**config.mk**
```make
export PLATFORM = sky130hd
export DESIGN_NAME = cam_line_capture
export DESIGN_NICKNAME = d
export VERILOG_FILES = /design/src/rtl/cam_cap_pkg.sv /design/src/rtl/cam_fsm.sv /design/src/rtl/cam_out_stage.sv /design/src/rtl/cam_line_capture.sv
export SDC_FILE = /design/constraint.sdc
export NUM_CORES = 1
export LEC_CHECK = 0
export ABC_AREA = 1
export BUFFER_PORTS_ARGS = -buffer_cell sky130_fd_sc_hd__buf_4
export CORE_AREA = 5 5 42 44
export CTS_BUF_LIST = sky130_fd_sc_hd__clkbuf_4
export DETAILED_ROUTE_END_ITERATION = 7
export DIE_AREA = 0 0 47 49
export GPL_ROUTABILITY_DRIVEN = 0
export PLACE_DENSITY = 0.72
export SLEW_MARGIN = 25
export SYNTH_ARGS = -nofsm -noshare
export SYNTH_HDL_FRONTEND = slang
export SYNTH_SLANG_ARGS = --single-unit
```
**constraint.sdc**
```tcl
create_clock -name clk -period 2 [get_ports clk]
set_clock_uncertainty 0.05 [all_clocks]
set_input_delay 0.1 -clock clk [delete_from_list [all_inputs] [get_ports clk]]
set_output_delay 0.1 -clock clk [all_outputs]
set_load 0.1 [all_outputs]
```
**src/rtl/cam_cap_pkg.sv**
```systemverilog
// Shared types for the camera capture block.
package cam_cap_pkg;
    typedef enum logic [1:0] {
        ST_IDLE       = 2'd0,
        ST_WAIT_FRAME = 2'd1,
        ST_IN_FRAME   = 2'd2,
        ST_SAMPLE     = 2'd3
    } cap_state_e;
endpackage

```
**src/rtl/cam_fsm.sv**
```systemverilog
// Strobe tracking state machine.
// Decides in one clock between staying, leaving the frame and moving
// between line and no-line, and produces combinational capture strobes.
// Assumes the strobes are synchronous to clk.
module cam_fsm
    import cam_cap_pkg::*;
(
    input  logic       clk,
    input  logic       rst_n,
    input  logic       fv_i,
    input  logic       lv_i,
    output cap_state_e state_o,
    output logic       capture_o,
    output logic       line_first_o,
    output logic       frame_first_o,
    output logic       frame_end_o
);
    cap_state_e state_q, state_d;
    logic       first_pend_q;
    logic       active;

    assign active = (state_q == ST_IN_FRAME) || (state_q == ST_SAMPLE);

    // Next-state choice: three-way exits from the active states.
    always_comb begin
        state_d = state_q;
        unique case (state_q)
            ST_IDLE:       if (!fv_i && !lv_i) state_d = ST_WAIT_FRAME;
            ST_WAIT_FRAME: if (fv_i && !lv_i)  state_d = ST_IN_FRAME;
            ST_IN_FRAME: begin
                if (!fv_i)     state_d = ST_WAIT_FRAME;
                else if (lv_i) state_d = ST_SAMPLE;
            end
            ST_SAMPLE: begin
                if (!fv_i)      state_d = ST_WAIT_FRAME;
                else if (!lv_i) state_d = ST_IN_FRAME;
            end
            default:       state_d = ST_IDLE;
        endcase
    end

    // Combinational strobes toward the output stage.
    assign capture_o     = active && fv_i && lv_i;
    assign line_first_o  = capture_o && (state_q == ST_IN_FRAME);
    assign frame_first_o = capture_o && first_pend_q;
    assign frame_end_o   = active && !fv_i;

    // State register.
    always_ff @(posedge clk) begin
        if (!rst_n) state_q <= ST_IDLE;
        else        state_q <= state_d;
    end

    // Remembers that the current frame has not delivered a word yet.
    always_ff @(posedge clk) begin
        if (!rst_n)
            first_pend_q <= 1'b0;
        else if (state_q == ST_WAIT_FRAME && state_d == ST_IN_FRAME)
            first_pend_q <= 1'b1;
        else if (capture_o)
            first_pend_q <= 1'b0;
    end

    assign state_o = state_q;
endmodule

```
**src/rtl/cam_out_stage.sv**
```systemverilog
// Output register stage.
// Registers the pixel word and the framing marks one clock after the
// strobes that select them. The word holds its value between captures.
module cam_out_stage #(
    parameter int DATA_W = 8
) (
    input  logic              clk,
    input  logic              rst_n,
    input  logic              capture_i,
    input  logic              line_first_i,
    input  logic              frame_first_i,
    input  logic              frame_end_i,
    input  logic [DATA_W-1:0] pix_i,
    output logic [DATA_W-1:0] pix_o,
    output logic              vld_o,
    output logic              sof_o,
    output logic              eof_o,
    output logic              sol_o
);
    // Data word: loads only on capture.
    always_ff @(posedge clk) begin
        if (!rst_n)         pix_o <= '0;
        else if (capture_i) pix_o <= pix_i;
    end

    // Single-cycle qualifier and mark register.
    always_ff @(posedge clk) begin
        if (!rst_n) begin
            vld_o <= 1'b0;
            sof_o <= 1'b0;
            eof_o <= 1'b0;
            sol_o <= 1'b0;
        end else begin
            vld_o <= capture_i;
            sof_o <= frame_first_i;
            eof_o <= frame_end_i;
            sol_o <= line_first_i;
        end
    end
endmodule

```
**src/rtl/cam_line_capture.sv**
```systemverilog
// Camera frame and line capture top.
// Clocked by the sensor pixel clock; forwards each active pixel with
// frame and line marks, one clock of latency. Synchronous active-low reset.
module cam_line_capture #(
    parameter int DATA_W = 8
) (
    input  logic              clk,
    input  logic              rst_n,
    input  logic              frame_valid_i,
    input  logic              line_valid_i,
    input  logic [DATA_W-1:0] pix_i,
    output logic [DATA_W-1:0] pix_o,
    output logic              pix_vld_o,
    output logic              sof_o,
    output logic              eof_o,
    output logic              sol_o
);
    import cam_cap_pkg::*;

    cap_state_e state_w;
    logic       capture_w, line_first_w, frame_first_w, frame_end_w;

    cam_fsm u_fsm (
        .clk           (clk),
        .rst_n         (rst_n),
        .fv_i          (frame_valid_i),
        .lv_i          (line_valid_i),
        .state_o       (state_w),
        .capture_o     (capture_w),
        .line_first_o  (line_first_w),
        .frame_first_o (frame_first_w),
        .frame_end_o   (frame_end_w)
    );

    cam_out_stage #(.DATA_W(DATA_W)) u_out (
        .clk           (clk),
        .rst_n         (rst_n),
        .capture_i     (capture_w),
        .line_first_i  (line_first_w),
        .frame_first_i (frame_first_w),
        .frame_end_i   (frame_end_w),
        .pix_i         (pix_i),
        .pix_o         (pix_o),
        .vld_o         (pix_vld_o),
        .sof_o         (sof_o),
        .eof_o         (eof_o),
        .sol_o         (sol_o)
    );
endmodule

```
Yosys cells after proc, flatten, opt, wreduce, memory -nomap -nowiden. Cells that the tools add are included.

Register bits after elaboration: 15. Input bits: 12. Output and inout port bits: 12.

Eq/ne operators: 4. Mux-type cells: 9. Reductions and logical operators: 13.

Operators with widths (number): two-way mux 2 bit (6); logical AND 1 bit (8); case mux 2 bit (4 select lines) (1); equality test 2 bit, second input constant (3); equality test 2 x 1 -> 1 bit, second input constant (1); zero test 1 bit (2); zero test 2 bit (1); two-way mux 1 bit (2); nonzero test 2 bit (1); logical OR 1 bit (1).

Logic depth before layout (Yosys ltp).
Depth after elaboration: 7. Depth in mapped cells: 5.

Hierarchy. From an unflattened synthesis, not the netlist that was laid out.

Cell total of the unflattened synthesis: 84. Area, all modules: 600.6 um2.

By module, submodules not included: cam_out_stage (times used 1, cells each 63, area each 460.4 um2, sequential area each 240.2 um2); cam_fsm (times used 1, cells each 21, area each 140.1 um2, sequential area each 60.1 um2).

Least setup slack after synthesis. OpenSTA, ideal clock, no wires.

Path type: reg-to-reg. From: reg, netlist name u_out.pix_o[0]. To: reg u_out.pix_o[0]. Arrival time: 1.178 ns. Setup slack: 0.702 ns. Stages on the path, launching flop included: 3. Path buffers: 0. Period minus slack after synthesis: 1.298 ns. Cells stage by stage: dfxtp_1 -> nand2_1 -> a21oi_1.

RTL lines: end signal, assigned (line cam_out_stage.sv:23) `else if (capture_i) pix_o <= pix_i;`; end, declared (line cam_out_stage.sv:14) `output logic [DATA_W-1:0] pix_o,`.

Worst setup path in the final report.
From: reg u_fsm.state_q[1] (netlist: u_fsm.state_o[1]). To: reg u_out.pix_o[0].

Cells in the longest elaborated chain, start to end: 4. Elaborated cells between the ends (all ways): 5. Those cells by class: eq/ne (2); reduce/logical (3).

Ends and longest elaborated chain: start, declared (line cam_fsm.sv:18) `cap_state_e state_q, state_d;`; start signal, assigned (line cam_fsm.sv:51) `else state_q <= state_d;`; equality test 2 bit (line cam_fsm.sv:22) `assign active = (state_q == ST_IN_FRAME) || (state_q == ST_SAMPLE);`; logical OR 1 bit (*) (line cam_fsm.sv:22); logical AND 1 bit (*) (2 in series) (line cam_fsm.sv:43) `assign capture_o = active && fv_i && lv_i;`.

Mark *: on every way between the ends. The rest lies on a longest branch, timed or not. A chain may end at the register's enable or synchronous reset.

==> results.txt <==
Vias/cell: 5.152
register bit total from synthesis: 15
WL final: 1.095 mm
Setup Fix Bufs, Post-CTS: 0
fraction of the yosys area taken by sequential cells: 0.5298
Worst-Skew Late Latency: 0.27 ns
Max Fclk: 837.6 MHz
syn_area_per_cell: 9.292 um2
die span in x: 47 um
cts repair resizes: 0
# port buffers: 23
Switching Fraction: 0.2223
most frequent cells after synthesis: 15 x dfxtp_1, 12 x nand2_1, 10 x a21oi_1
row count: 14
first-pass GRT wire length: 1.938 mm
count leader, synth: dfxtp_1
largest net degree at the start of global routing: 15
critical path class: reg2reg
Lkg Pwr: 0.0003043 uW
ANT cells: 0
WHS: 0.02253 ns
CTS tree: built
Die Span Y: 49 um
H-tree Lvls: 1
Crit path arrival time: 1.29 ns
layout cells sized above 1: 0.3614
Seq pwr share: 0.578
number of synthesized flops with an enable pin: 0
Final WS setup: 0.8062 ns
clock network power share: 0.332
vias in the first global route: 459
placed insts: 95
share of the synthesized area in the top cell type: 0.5298
Syn Inst Count: 61
Post-Syn Area: 566.8 um2
GRT Util Overall: 0.1111
Routed Antenna Nets: 0
clk root buf: clkbuf_4
min Tclk post-route: 1.194 ns
worst slew pin tran: 0.4505 ns
Final Hold Viols: 0
DP Wirelength: 805.2 um
deepest clock path buffer count: 2
Synth Flop Type: dfxtp_1
1st-iter DRT viols: 10
nets: 96
Num CTS Buffers: 3
maximum VDD drop: 0.3045 mV
GRT overflow: 0
WL/cell: 11.06 um
Max-Cap Viols: 0
drt pass-1 iters: 4
post-layout instance count excluding filler cells: 99
pre-CTS setup slack: 0.8287 ns
Pins Over Slew Limit: 0
Crit Path Max Fanout: 12
worst min path class: in2reg
status: complete, no violations
number of placed I/O pins: 24
CTS Sinks: 15
die area: 2303 um2
initial antenna violation count: 0
DR vias: 510
drt drc: 0
area of the core: 1401 um2
fin crit share: 0.5969
Sw Pwr: 117.9 uW
initial core utilization: 0.4045
Critical Path Start Type: register
Final Setup Violations: 0
clk slew on worst S/H paths: 0.08 ns
Final Cell Area: 743.2 um2
crit end category: register
synth top area cells: dfxtp_1 53%, nand4_1 9.9%, a21oi_1 8.8%
asr flop ratio synth: 0
setup TNS: 0 ns
area grow syn2layout: 31.13%
Syn Nets: 73
RSZ-0062 raised after global routing: no
Ys Warns: 0
P_int: 412.4 uW
Critical Path RT: 2.09 ns
Max transition margin: 0.6993
Logic pwr share: 0.090
cts hold-fix bufs: 0
Pwr per Cell Area: 713.5 nW/um2
Post-DP Area: 713.2 um2
leading area contributor after synthesis: dfxtp_1
Yosys cell types: 13
==> cell usage in the layout (no fill, tap or decap) <==
cell type	Yosys	final
nor3_1	2	2
clkbuf_4	0	4
nand4_1	9	9
nand2_1	12	12
nor3b_2	1	1
nand3_4	1	1
a21oi_1	10	10
dfxtp_1	15	15
nor2_1	2	2
inv_1	3	3
nor3_2	1	1
buf_4	1	23
==> area by class of cell <==
cell class | instances | area, um2
clock buffers | 4 | 30.03
well taps | 16 | 20.02
flip-flops and latches | 15 | 300.3
repair buffers | 23 | 172.7
inverters | 3 | 11.26
fillers | 141 | 658.1
multi-input cells | 38 | 209.0
==> state kept, by name, summed over array words and instances (netlist names) <==
register / flops
u_out.sof_o: 1
u_out.eof_o: 1
u_out.vld_o: 1
u_fsm.first_pend_q: 1
u_fsm.state_o: 2
u_out.pix_o: 8
u_out.sol_o: 1
==> path summary, 6_finish.rpt <==
path                            from            endpoint  slack [ns]  depth (start not counted)
setup / recovery    u_fsm.state_o[1]      u_out.pix_o[0]        0.81                          3
hold reg to reg   u_fsm.first_pend_q  u_fsm.first_pend_q        0.41                          2
hold / removal                 rst_n    u_fsm.state_o[0]        0.02                          3
setup reg to reg    u_fsm.state_o[1]      u_out.pix_o[0]        0.81                          3
==> per-layer routing <==
layer / global-route usage / wire, um
met3: 0.03690 / 52
met5: 0 / 0
met1: 0.1473 / 501
met4: 0.04147 / 9
met2: 0.1629 / 532
==> per-stage QoR <==
stage	utilization	total power (uW)
after floorplan	-	342.6
after detailed placement	0.5089	360.9
after global routing	0.5304	557.0
final	0.5304	530.3
after global placement	0.5089	360.5
after CTS	0.5304	537.0
==> power groups by stage <==
stage	Combinational [uW]	Sequential (uW)	Clock [uW]
floorplan	21.5	321	0
global placement	47.2	313	0
detailed placement	47.5	313	0
CTS	47.7	306	183
global route	51.7	307	198
finish	47.6	306	176
==> cells by family after synthesis <==
logic type,Yosys count,synth area share
AO/OA/AOI/OAI,10,0.08830
buffers and inverters,8,0.1015
AND/OR/NAND/NOR,28,0.2803
flip-flops,15,0.5298
==> worst max-delay path, stage by stage, from the launching register on <==
cell and delay (ns):
dfxtp_1 0.59, nand3_4 0.24, nand2_1 0.11, a21oi_1 0.07
Note: power is estimated with default switching activity, not from simulation.
